[src/rtl/dqpsk_dec_pkg.sv]
package dqpsk_dec_pkg;

    // widest symbol the helper functions handle
    localparam int unsigned MAX_SYM_W = 8;

    typedef logic [MAX_SYM_W-1:0] wide_code_t;

    // serializer occupancy state
    typedef enum logic [1:0] {
        SER_IDLE  = 2'd0,
        SER_SHIFT = 2'd1,
        SER_LAST  = 2'd2
    } ser_mode_e;

    // decoded word together with its strobe
    typedef struct packed {
        logic       vld;
        wide_code_t word;
    } dec_beat_t;

    function automatic wide_code_t gray_to_index(wide_code_t g, int unsigned w);
        wide_code_t b;
        b = '0;
        for (int i = MAX_SYM_W - 1; i >= 0; i--) begin
            if (i < int'(w)) begin
                if (i == int'(w) - 1) b[i] = g[i];
                else                  b[i] = b[i+1] ^ g[i];
            end
        end
        return b;
    endfunction

    function automatic wide_code_t index_to_gray(wide_code_t b, int unsigned w);
        wide_code_t mask;
        mask = wide_code_t'((1 << w) - 1);
        return (b ^ (b >> 1)) & mask;
    endfunction

    // decoded word for a step from reference code to current code
    function automatic wide_code_t step_decode(wide_code_t ref_c, wide_code_t cur_c,
                                               int unsigned w);
        wide_code_t mask;
        wide_code_t diff;
        mask = wide_code_t'((1 << w) - 1);
        diff = (gray_to_index(cur_c, w) - gray_to_index(ref_c, w)) & mask;
        return index_to_gray(diff, w);
    endfunction

endpackage

[src/rtl/dqpsk_gray_phase.sv]
module dqpsk_gray_phase #(
    parameter int unsigned SYM_W = 2
) (
    input  logic [SYM_W-1:0] code_i,
    output logic [SYM_W-1:0] phase_o
);
    // running XOR from the MSB down turns a Gray code into a phase index
    always_comb begin
        phase_o[SYM_W-1] = code_i[SYM_W-1];
        for (int i = int'(SYM_W) - 2; i >= 0; i--) begin
            phase_o[i] = phase_o[i+1] ^ code_i[i];
        end
    end
endmodule

[src/rtl/dqpsk_ref_stage.sv]
module dqpsk_ref_stage #(
    parameter int unsigned SYM_W = 2
) (
    input  logic             clk,
    input  logic             rst,
    input  logic             sym_en_i,
    input  logic [SYM_W-1:0] sym_i,
    output logic [SYM_W-1:0] word_o,
    output logic             word_vld_o
);
    logic [SYM_W-1:0] ref_q;
    logic [SYM_W-1:0] ph_cur;
    logic [SYM_W-1:0] ph_ref;
    logic [SYM_W-1:0] ph_step;
    logic [SYM_W-1:0] step_gray;

    dqpsk_gray_phase #(.SYM_W(SYM_W)) u_ph_cur (
        .code_i  (sym_i),
        .phase_o (ph_cur)
    );

    dqpsk_gray_phase #(.SYM_W(SYM_W)) u_ph_ref (
        .code_i  (ref_q),
        .phase_o (ph_ref)
    );

    // modular phase step, then back to the Gray data code
    always_comb begin
        ph_step   = ph_cur - ph_ref;
        step_gray = ph_step ^ (ph_step >> 1);
    end

    always_ff @(posedge clk) begin
        if (rst) begin
            ref_q      <= '0;
            word_o     <= '0;
            word_vld_o <= 1'b0;
        end else begin
            word_vld_o <= sym_en_i;
            if (sym_en_i) begin
                ref_q  <= sym_i;
                word_o <= step_gray;
            end
        end
    end
endmodule

[src/rtl/dqpsk_bit_serializer.sv]
module dqpsk_bit_serializer #(
    parameter int unsigned SYM_W = 2
) (
    input  logic             clk,
    input  logic             rst,
    input  logic             load_i,
    input  logic [SYM_W-1:0] word_i,
    output logic             bit_o,
    output logic             bit_vld_o
);
    import dqpsk_dec_pkg::*;

    localparam int unsigned CNT_W = $clog2(SYM_W + 1);

    logic [SYM_W-1:0] shreg_q;
    logic [CNT_W-1:0] left_q;
    ser_mode_e        mode;

    always_comb begin
        if (left_q == '0)                mode = SER_IDLE;
        else if (left_q == CNT_W'(1))    mode = SER_LAST;
        else                             mode = SER_SHIFT;
    end

    // a load overrides the final shift so back-to-back words stay contiguous
    always_ff @(posedge clk) begin
        if (rst) begin
            shreg_q <= '0;
            left_q  <= '0;
        end else if (load_i) begin
            shreg_q <= word_i;
            left_q  <= CNT_W'(SYM_W);
        end else if (mode != SER_IDLE) begin
            shreg_q <= {shreg_q[SYM_W-2:0], 1'b0};
            left_q  <= left_q - CNT_W'(1);
        end
    end

    assign bit_o     = shreg_q[SYM_W-1];
    assign bit_vld_o = (mode != SER_IDLE);
endmodule

[src/rtl/dqpsk_diff_decoder.sv]
module dqpsk_diff_decoder #(
    parameter int unsigned SYM_W = 2
) (
    input  logic             clk,
    input  logic             rst,
    input  logic             sym_en_i,
    input  logic [SYM_W-1:0] sym_i,
    output logic [SYM_W-1:0] dec_o,
    output logic             dec_valid_o,
    output logic             ser_bit_o,
    output logic             ser_valid_o
);
    logic [SYM_W-1:0] word;
    logic             word_vld;

    dqpsk_ref_stage #(.SYM_W(SYM_W)) u_ref (
        .clk        (clk),
        .rst        (rst),
        .sym_en_i   (sym_en_i),
        .sym_i      (sym_i),
        .word_o     (word),
        .word_vld_o (word_vld)
    );

    dqpsk_bit_serializer #(.SYM_W(SYM_W)) u_ser (
        .clk       (clk),
        .rst       (rst),
        .load_i    (word_vld),
        .word_i    (word),
        .bit_o     (ser_bit_o),
        .bit_vld_o (ser_valid_o)
    );

    assign dec_o       = word;
    assign dec_valid_o = word_vld;
endmodule

[config.mk]
export PLATFORM = sky130hd
export DESIGN_NAME = dqpsk_diff_decoder
export DESIGN_NICKNAME = d
export VERILOG_FILES = /design/src/rtl/dqpsk_dec_pkg.sv /design/src/rtl/dqpsk_gray_phase.sv /design/src/rtl/dqpsk_ref_stage.sv /design/src/rtl/dqpsk_bit_serializer.sv /design/src/rtl/dqpsk_diff_decoder.sv
export SDC_FILE = /design/constraint.sdc
export NUM_CORES = 1
export LEC_CHECK = 0
export BUFFER_PORTS_ARGS = -buffer_cell sky130_fd_sc_hd__buf_4
export CORE_AREA = 2 2 39 41
export CTS_CLUSTER_DIAMETER = 40
export DETAILED_ROUTE_END_ITERATION = 7
export DIE_AREA = 0 0 41 43
export HOLD_SLACK_MARGIN = 0.1
export MAX_ROUTING_LAYER = met4
export PLACE_DENSITY = 0.54
export SLEW_MARGIN = 20
export SYNTH_ARGS = -nofsm -noshare
export SYNTH_HDL_FRONTEND = slang
export SYNTH_HIERARCHICAL = 1
export SYNTH_SLANG_ARGS = --single-unit
[constraint.sdc]
create_clock -name clk -period 2.3 [get_ports clk]
set_clock_uncertainty 0.2 [all_clocks]
set_input_delay 0.46 -clock clk [delete_from_list [all_inputs] [get_ports clk]]
set_output_delay 0.46 -clock clk [all_outputs]
set_load 0.05 [all_outputs]
==> After elaboration in Yosys (flattened, before gate mapping) <==
Index checks and enable logic that the tools add are counted.
{ "totals": {"ram_bits": 0, "latch_bits": 0, "rom_bits": 0, "word_cells": 22, "ff_bits": 9, "inputBits": 5, "out_inout_bits": 5, "memories": 0} }
{ "classes": {"div": 0, "n_lt_le_gt_ge": 0, "bitwise_logic": 3, "add_sub_neg": 2, "n_eq_ne": 1, "muxes": 6, "reduce_logical": 4, "n_shift": 0, "multipliers": 0} }
{ "op_table": {"columns": ["cell", "count"], "rows": [
  ["$mux 2", 6],
  ["$reduce_bool 2->1", 2],
  ["$eq 2x1->1 const B", 1],
  ["$logic_not 2->1", 1],
  ["$reduce_or 2->1", 1],
  ["$sub 2x1->2 const B", 1],
  ["$sub 2x2->2", 1],
  ["$xor 1x1->1", 2],
  ["$xor 2x1->2", 1]
]} }

==> Longest topological paths before layout <==
Gate-level depths: netlist of run 1.
{ "depth": {"word_depth": 6, "ltp_mapped": 6, "depth_no_buf": 6} }

==> By module <==
Netlist of run 1, hierarchy kept.
{ "modules_own_cells": {"columns": ["mod", "instances", "cells_per_inst", "area_each_um2", "seq_area_each_um2"], "rows": [
  ["dqpsk_ref_stage", 1, 25, 269.0, 100.1],
  ["dqpsk_bit_serializer", 1, 15, 152.6, 80.1],
  ["dqpsk_gray_phase", 2, 2, 16.3, 0.0]
]} }

==> Worst setup path before layout of run 1 <==
No wires, ideal clock.
{ "synth_timing": {"path_kind": "input to register", "startpoint": "input sym_i[1]", "endpoint": "register u_ref.word_o[0]", "required_time_ps": 2005, "path_buffers": 0, "t_arrival_ps": 1396, "setup_time_ps": 95, "slack_ps": 609, "stages": 6, "path_cell_list": "xor2_1 inv_1 ha_1 and4bb_4 o21bai_2 o311ai_1"} }
{ "synth_between": {"elab_chain_len": 3} }
{ "synth_lines": {"columns": ["item", "line_no", "source"], "rows": [
  ["start, declared", "dqpsk_diff_decoder.sv:7", "input logic [SYM_W-1:0] sym_i,"],
  ["$xor 1x1->1", "dqpsk_gray_phase.sv:11", "phase_o[i] = phase_o[i+1] ^ code_i[i];"],
  ["$sub 2x2->2 *", "dqpsk_ref_stage.sv:29", "ph_step = ph_cur - ph_ref;"],
  ["$xor 2x1->2 *", "dqpsk_ref_stage.sv:30", "step_gray = ph_step ^ (ph_step >> 1);"],
  ["end signal, assigned", "dqpsk_ref_stage.sv:42", "word_o <= step_gray;"],
  ["end, declared", "dqpsk_ref_stage.sv:8", "output logic [SYM_W-1:0] word_o,"]
]} }
Every way passes the cells marked *; elsewhere a longest branch is shown, timed or not.
A chain may end at the register's enable or synchronous reset.

==> Worst setup path after layout of run 1 <==
{ "layout_timing": {"startpoint": "register u_ser.left_q[1]", "endpoint": "output ser_valid_o"} }
{ "layout_between": {"elab_chain_len": 4, "elab_cells_between_ends": 5, "cone_classes": "eq/ne (1); mux (2); reduce/logical (2)"} }
{ "layout_lines": {"columns": ["item", "line_no", "source"], "rows": [
  ["start, declared", "dqpsk_bit_serializer.sv:16", "logic [CNT_W-1:0] left_q;"],
  ["start signal, assigned", "dqpsk_bit_serializer.sv:32", "left_q <= CNT_W'(SYM_W);"],
  ["start signal, assigned", "dqpsk_bit_serializer.sv:35", "left_q <= left_q - CNT_W'(1);"],
  ["$eq 2x1->1", "dqpsk_bit_serializer.sv:21", "else if (left_q == CNT_W'(1)) mode = SER_LAST;"],
  ["$mux 2", "dqpsk_bit_serializer.sv:21", null],
  ["$mux 2 *", "dqpsk_bit_serializer.sv:20", "if (left_q == '0) mode = SER_IDLE;"],
  ["$reduce_bool 2->1 *", "dqpsk_bit_serializer.sv:40", "assign bit_vld_o = (mode != SER_IDLE);"],
  ["end, declared", "dqpsk_diff_decoder.sv:11", "output logic ser_valid_o"]
]} }
Marks and branches as above.

==> qor.yml, run 1 <==
die:
  core_area_um2: 1380
  rows: 14
  start_util_pct: 32.8
  fp.dieH_um: 43
  io_pins: 10
  die_area_um2: 1760
  die_w_um: 41
logic_synthesis:
  synth_area_um2: 454
  synth_area_leaders: "dfxtp_1 (40%), mux2i_1 (6.6%), buf_4 (5.0%), nor4b_1 (3.9%), xnor2_1 (3.9%)"
  synth_seq_area_share_pct: 39.7
  yosysWarnings: 6
  yosysTopAreaCell: "dfxtp_1"
  ys_seq_elements: 9
  syn_inst: 44
  syn-num-nets: 50
  syn_area_per_cell_um2: 10.3
  yosys.area.top_type_share_pct: 39.7
  synth.distinct_cells: 25
outcome:
  status: "complete, no violations"
final_layout:
  regArea_um2: 180
  fin_cells: 70
  drive_gt1_share_pct: 29.6
  fillers: 148
  fin_nets: 61
  syn2layout_area_growth_pct: 20.1
  diodes: 0
  multiInputGateArea_um2: 244
  final_cell_mix: "buf_4 (9), dfxtp_1 (9), clkbuf_4 (3), mux2i_1 (3), nor2_1 (3)"
drt:
  avgRoutedWirePerCell_um: 11.2
  vias_per_cell: 4.90
  dr.pass1.iters: 4
  vias: 343
  first_iter_violations: 8
  wl_um: 784
  drcViolationCount: 0
  ant_nets: 0
sta:
  rsz0062_at_grt: "false"
  min_period_over_period_pct: 76.1
  slew_violations: 0
  finalSetupTns_ns: 0
  setup_viol: 0
  worstMarginPinSlew_ns: 0.274
  min_period_ns: 1.75
  maxSlewHeadroom_pct: 81.6
  hold_viol: 0
  max_freq_mhz: 571
clock_tree:
  postCtsSetupBuffers: 0
  holdBufCountCts: 0
  clk_latency_ns: 0.26
  cts_tree: "built"
  clockBufferDepth: 2
  htreeDepth: 1
  post_cts_resized: 0
  cts_made_buffers: 3
  clkTransAtPathRegs_ns: 0.06
  clockRootBuffer: "clkbuf_4"
  cts.sinks: 9
worst_setup_path:
  critical_path_class: "register to primary output"
  cp_slowest_cell: "dfxtp_1"
  worstSetupEndpointType: "primary output"
  cp_cell_sequence: "or2_2 -> buf_4"
  cp-start-kind: "register"
  cp_num_buf_inv: 1
  worstPathArrival_ns: 1.09
  required_ns: 1.64
  max_stage_delay_ns: 0.34
  crit_family: "flip-flops"
  crit_path_start: "u_ser/left_q[1]"
  r2r_start: "u_ref/ref_q[1]"
  path_max_fanout: 6
global_routing:
  grt_usage_pct: 12.0
  grt_antenna_before_repair: 0
  grt_max_degree: 14
  grt_pass1_wl_um: 1350
  overflow: 0
  grt_pass1_vias: 309
placed_design:
  io_buffers: 9
  gp_congestion: 0.642
  dp_cells: 66
flow_run:
  maxCapViolations: 0
min_path:
  holdCritPathClass: "input port to register"
  hold_path_startpoint: "sym_i[0]"
power:
  p_leak_nw: 0.241
  power_mw: 0.393
  max-vdd-ir-drop_v: 0.000345
  power_density_nw_per_um2: 721
-- tightest hold or removal path, stage by stage --
cell	delay, ns
buf_4	0.09
mux2i_1	0.06
nor2_1	0.07
-- stage by stage --
stage	utilization, %	hold slack (ns)	area [µm²]	setup WS [ns]
after floorplan	-	0.266	454	0.609
after global placement	37.5	0.280	519	0.429
after detailed placement	37.5	0.283	519	0.422
after CTS	39.4	0.241	546	0.537
after global routing	39.4	0.248	546	0.466
final	39.4	0.252	546	0.549
-- layout make-up --
cell class,count,share of cell area [%]
multi-input combinational,30,44.7
sequential,9,33.0
timing repair buffer,9,12.4
clock buffer,4,4.82
tap,16,3.67
inverter,2,1.38
-- power breakdown --
group	internal, mW	switching, mW
Clock	0.0670	0.0570
Sequential	0.167	0.0101
Combinational	0.0393	0.0531
Total	0.273	0.120
-- synth_stat cells --
cell type and number:
dfxtp_1 9, buf_4 3, mux2i_1 3, nor2_1 3, a21oi_1 2, inv_1 2
nor4b_1 2, xnor2_1 2, xor2_1 2, a211oi_1 1, a21o_1 1, and2b_2 1
and4b_1 1, and4bb_1 1, and4bb_4 1, ha_1 1, nand2_1 1, nor3b_1 1
nor4_1 1, o21ai_1 1, o21bai_2 1, o311ai_1 1, or2_2 1, or3_1 1
or4b_1 1
-- metal layers --
| layer | vias to the layer above | share of wire (%) | track usage [%] |
|---|---|---|---|
| met5 | - | 0 | - |
| met4 | 0 | 0.51 | 4.00 |
| met3 | 2 | 8.9 | 9.42 |
| met2 | 11 | 44 | 14.4 |
| met1 | 153 | 47 | 14.9 |
| li1 | 177 | - | - |
-- logic make-up (layout without fill, tap and decap cells) --
family	Yosys count	after routing	synth area share [%]
simple gates	15	15	25.6
compound gates	7	7	11.0
fa+ha+maj	1	1	2.75
buf+inv	5	15	6.61
xor+xnor	4	4	7.71
mux	3	3	6.61
flops	9	9	39.7
-- sequential cells by signal (all words and copies together), names as in the netlist --
name	flops
u_ref/word_o	2
u_ser/left_q	2
u_ser/shreg_q	2
u_ref/word_vld_o	1
u_ref/ref_q	2
-- worst paths after layout --
kind / to / slack (ns) / depth (start not counted)
hold / removal: u_ref/ref_q[0] / 0.25 / 3
setup / recovery: ser_valid_o / 0.55 / 2
hold reg to reg: u_ser/shreg_q[0] / 0.29 / 2
setup reg to reg: u_ref/word_o[0] / 0.62 / 5
No activity file was read; power rests on OpenSTA's default activity.
==> inputs of run 2 (changes only) <==
Settings changed: PLACE_DENSITY 0.54 to 0.56.
Clock period 2.3 ns to 1.41 ns, I/O delays scaled along.
==> run 2 against run 1 <==
Against the previous run:
- the run now ends with negative setup slack left
- register-to-register slack got worse by 0.78 ns
- die area did not move
- utilization rose by 8.7 points
- sequential power rose by 62%
- critical path depth rose by 3
- clock-buffer cell count did not move
- sequential share of layout area fell by 4.6 points
- design area rose by 22%
- combinational power rose by 110%
- flip-flop and latch count did not move
- via count rose by 13%
- clock power rose by 69%
- critical endpoint is now u_ref/word_o[0]
- largest cell class unchanged
==> qor.yml, run 2 (synthesis gave the netlist of run 1 again) <==
outcome:
  status: "finished with violations"
  violations: "negative setup slack"
sta:
  max_freq_mhz: 637
  fin_ws_ns: -0.161
  slew_violations: 0
  finalSetupTns_ns: -0.270
  rsz0062_at_grt: "true"
  min_period_over_period_pct: 111
  worstMarginPinSlew_ns: 0.269
  holdWs_ns: 0.107
  min_period_ns: 1.57
  maxSlewHeadroom_pct: 82.1
  hold_viol: 0
  setup_viol: 3
die:
  die_w_um: 41
  io_pins: 10
  rows: 14
  die_area_um2: 1760
  fp.dieH_um: 43
  start_util_pct: 32.8
  core_area_um2: 1380
worst_setup_path:
  path_max_fanout: 4
  cp_cell_sequence: "xor2_1 -> ha_2 -> and4bb_4 -> o21bai_4 -> o311ai_1"
  worstPathArrival_ns: 1.52
  cp-start-kind: "register"
  critical_path_class: "register to register"
  required_ns: 1.36
  max_stage_delay_ns: 0.35
  cp_slowest_cell: "ha_2"
  worstSetupEndpointType: "register"
drt:
  drcViolationCount: 0
  first_iter_violations: 2
  dr_wl_met3_um: 55
  ant_nets: 0
  dr.pass1.iters: 4
  m1WireLength_um: 371
  avgRoutedWirePerCell_um: 12.9
  route.met2.wl_um: 554
  vias: 387
  highest_layer: "met4"
  wl_um: 991
  vias_per_cell: 5.03
clock_tree:
  clkTransAtPathRegs_ns: 0.07
  cts_tree: "built"
  cts.sinks: 9
  clockBufferDepth: 2
  clk_latency_ns: 0.26
  htreeDepth: 1
  cts_made_buffers: 3
  clockRootBuffer: "clkbuf_4"
power:
  power_frac_seq_pct: 41.2
  power_density_nw_per_um2: 1040
  max-vdd-ir-drop_v: 0.000602
  internal-power_mw: 0.475
  p_leak_nw: 0.296
  switching_share_pct: 31.4
  p_sw_mw: 0.217
  power_frac_clock_pct: 30.2
  power.share.combinational_pct: 28.6
  power_mw: 0.693
global_routing:
  grt_usage_pct: 13.8
  grt_pass1_wl_um: 1480
  grt_antenna_before_repair: 0
  overflow: 0
  grt_max_degree: 10
  grt_pass1_vias: 350
placed_design:
  hpwl_um: 578
  post_dp_cell_area_um2: 537
  gp_congestion: 0.704
  io_buffers: 9
final_layout:
  drive_gt1_share_pct: 45.9
  final_cell_mix: "buf_4 (11), dfxtp_2 (4), dfxtp_1 (4)"
  syn2layout_area_growth_pct: 46.6
  diodes: 0
  final_common_cell: "buf_4"
  fin_nets: 68
  fin_area_um2: 666
min_path:
  holdCritPathClass: "input port to register"
flow_run:
  maxCapViolations: 0
## run 2: cell count changes in the layout (fill, tap and decap cells not counted), moves of 2 or more
cell / delta
buf_4: +2
dfxtp_1: -5
dfxtp_2: +4
dlygate4sd3_1: +2
## run 2: final timing paths
path | startpoint | end | slack, ns | cells past startpoint
max reg2reg | u_ref/ref_q[1] | u_ref/word_o[0] | -0.16 | 5
min reg2reg | u_ser/left_q[0] | u_ser/left_q[0] | 0.24 | 1
max | u_ref/ref_q[1] | u_ref/word_o[0] | -0.16 | 5
min | sym_en_i | u_ref/word_o[0] | 0.11 | 2
## run 2: critical path, delay by kind of cell, from the launching register on
family	cells	cell delay, ns
compound gates	2	0.22
xor+xnor	1	0.16
fa+ha+maj	1	0.35
flops	1	0.33
simple gates	1	0.21
## run 2: per-layer routing
layer  track usage, %  up-vias
li1                 -      196
met1             12.3      177
met2             20.6       12
met3             9.42        2
met4             8.00        0
met5                -        -
## run 2: power groups by stage
stage | combinational, mW | clock (mW) | sequential (mW)
finish | 0.198 | 0.209 | 0.286
CTS | 0.178 | 0.216 | 0.287
global route | 0.211 | 0.232 | 0.289
floorplan | 0.0764 | 0 | 0.331
detailed placement | 0.160 | 0 | 0.294
global placement | 0.158 | 0 | 0.294
## run 2: final cells by class
class / count / area (µm²)
clock buffers: 4 / 26.3
fillers: 146 / 718
inverters: 2 / 7.51
multi-input cells: 30 / 282
flip-flops and latches: 9 / 189
well taps: 16 / 20.0
repair buffers: 16 / 141
## run 2: timing repair
| item | 4_1_cts | 5_1_grt |
|---|---|---|
| pin swaps | 1 | 3 |
| endpoints found under the setup margin | 3 | 6 |
| hold buffers | 3 | 0 |
| buffers inserted | 1 | 1 |
| endpoints found under the hold margin | 6 | 0 |
| gates resized for setup | 6 | 8 |
| cloned | 0 | 0 |
## run 2: through the flow
step,util [%],cells,worst slack [ns]
floorplan,-,44,-0.0678
global placement,38.8,68,-0.249
detailed placement,38.8,68,-0.252
CTS,44.8,76,-0.134
global route,48.1,77,-0.209
finish,48.1,77,-0.161
==> inputs of run 3 (changes only) <==
Clock period 1.41 ns to 1.4 ns, I/O delays scaled along.
==> run 3 against run 2 <==
Against the previous run:
- the run still ends with negative setup slack left
- utilization down 1.9 points
- worst hold slack better by 0.027 ns
- wire length down 14%
- power down 2.0%
- sequential power about the same
- critical path depth unchanged
- clock power about the same
- largest cell class unchanged
- highest routed layer is now met3
==> qor.yml, run 3 (synthesis gave the netlist of run 1 again) <==
outcome:
  status: "finished with violations"
  violations: "negative setup slack"
final_layout:
  drive_gt1_share_pct: 41.0
  final_common_cell: "buf_4"
  fin_cells: 77
  syn2layout_area_growth_pct: 40.8
  final_cell_mix: "buf_4 (11), dfxtp_1 (5), dfxtp_2 (4)"
  fin_area_um2: 639
  diodes: 0
  fin_nets: 68
  final_util_pct: 46.2
sta:
  slew_violations: 0
  worstMarginPinSlew_ns: 0.264
  fin_ws_ns: -0.165
  rsz0062_at_grt: "true"
  min_period_over_period_pct: 112
  max_freq_mhz: 639
  setup_viol: 3
  hold_viol: 0
  min_period_ns: 1.57
  maxSlewHeadroom_pct: 82.4
die:
  die_w_um: 41
  rows: 14
  io_pins: 10
  die_area_um2: 1760
  start_util_pct: 32.8
  fp.dieH_um: 43
  core_area_um2: 1380
global_routing:
  grt_max_degree: 10
  grt_usage_pct: 12.5
  grt_antenna_before_repair: 0
  grt_pass1_wl_um: 1410
  overflow: 0
  grt_pass1_vias: 353
worst_setup_path:
  worstSetupEndpointType: "register"
  critical_path_class: "register to register"
  path_max_fanout: 4
  required_ns: 1.34
  cp-start-kind: "register"
  worstPathArrival_ns: 1.51
flow_run:
  maxCapViolations: 0
clock_tree:
  clockBufferDepth: 2
  clk_latency_ns: 0.26
  cts.sinks: 9
  htreeDepth: 1
  cts_made_buffers: 3
  clkTransAtPathRegs_ns: 0.07
  clockRootBuffer: "clkbuf_4"
  cts_tree: "built"
drt:
  drcViolationCount: 0
  vias_per_cell: 4.86
  avgRoutedWirePerCell_um: 11.0
  ant_nets: 0
  wl_um: 848
  dr.pass1.iters: 2
  first_iter_violations: 6
  vias: 374
placed_design:
  io_buffers: 9
  gp_congestion: 0.606
  dp_cells: 68
  post_dp_cell_area_um2: 537
power:
  p_leak_nw: 0.291
  power_density_nw_per_um2: 1060
  max-vdd-ir-drop_v: 0.000460
min_path:
  holdCritPathClass: "input port to register"
run 3: cell types whose count changed in the layout (fill, tap and decap cells not counted):
cell,delta
ha_2,-1
o21bai_4,-1
dfxtp_4,-1
xnor2_4,-1
o21bai_2,+1
xnor2_2,+1
buf_6,-1
dlygate4sd3_1,+1
dfxtp_1,+1
ha_1,+1
run 3: critical path: stages, from the launching register on:
cell and delay, ns:
dfxtp_2 0.33, xor2_1 0.15, ha_1 0.33, and4bb_4 0.21
o21bai_2 0.13, o311ai_1 0.09
run 3: cell type report:
class | instances | area (µm²)
clock buffers | 4 | 26.3
fillers | 140 | 744
inverters | 2 | 7.51
multi-input cells | 30 | 260
flip-flops and latches | 9 | 185
well taps | 16 | 20.0
repair buffers | 16 | 140
run 3: path summary, 6_finish.rpt:
| check | start | endpoint | slack [ns] | cells past startpoint |
|---|---|---|---|---|
| worst max-delay path | u_ref/ref_q[1] | u_ref/word_o[0] | -0.17 | 5 |
| worst min-delay path | sym_en_i | u_ref/ref_q[1] | 0.13 | 3 |
| worst max register to register | u_ref/ref_q[1] | u_ref/word_o[0] | -0.17 | 5 |
| worst min register to register | u_ref/word_o[0] | u_ser/shreg_q[0] | 0.28 | 2 |
run 3: per-layer routing:
metal / vias up / track usage [%] / wire length (µm)
met5: - / - / 0
met4: 0 / 6.00 / 0
met3: 0 / 6.28 / 49
met2: 10 / 18.1 / 420
met1: 171 / 13.5 / 379
li1: 193 / - / -
run 3: power breakdown:
group	leakage, nW	switching (mW)	internal [mW]
clock	0.0150	0.0980	0.110
combinational	0.201	0.0971	0.0844
sequential	0.0755	0.0137	0.275
total	0.291	0.209	0.470
run 3: stage by stage:
step	power, mW	hold slack [ns]	TNS [ns]	setup WS, ns
detailed placement	0.455	0.277	-0.478	-0.277
finish	0.679	0.134	-0.251	-0.165
CTS	0.691	0.125	-0.269	-0.159
global placement	0.455	0.280	-0.469	-0.251
floorplan	0.410	0.145	-0.0850	-0.0778
global route	0.713	0.140	-0.444	-0.254
run 3: what timing repair did:
item,4_1_cts,5_1_grt
pin swaps,2,1
hold endpoints to repair,7,0
hold buffers,4,0
endpoints found under the setup margin,3,5
buffers inserted,1,0
gates resized for setup,7,1
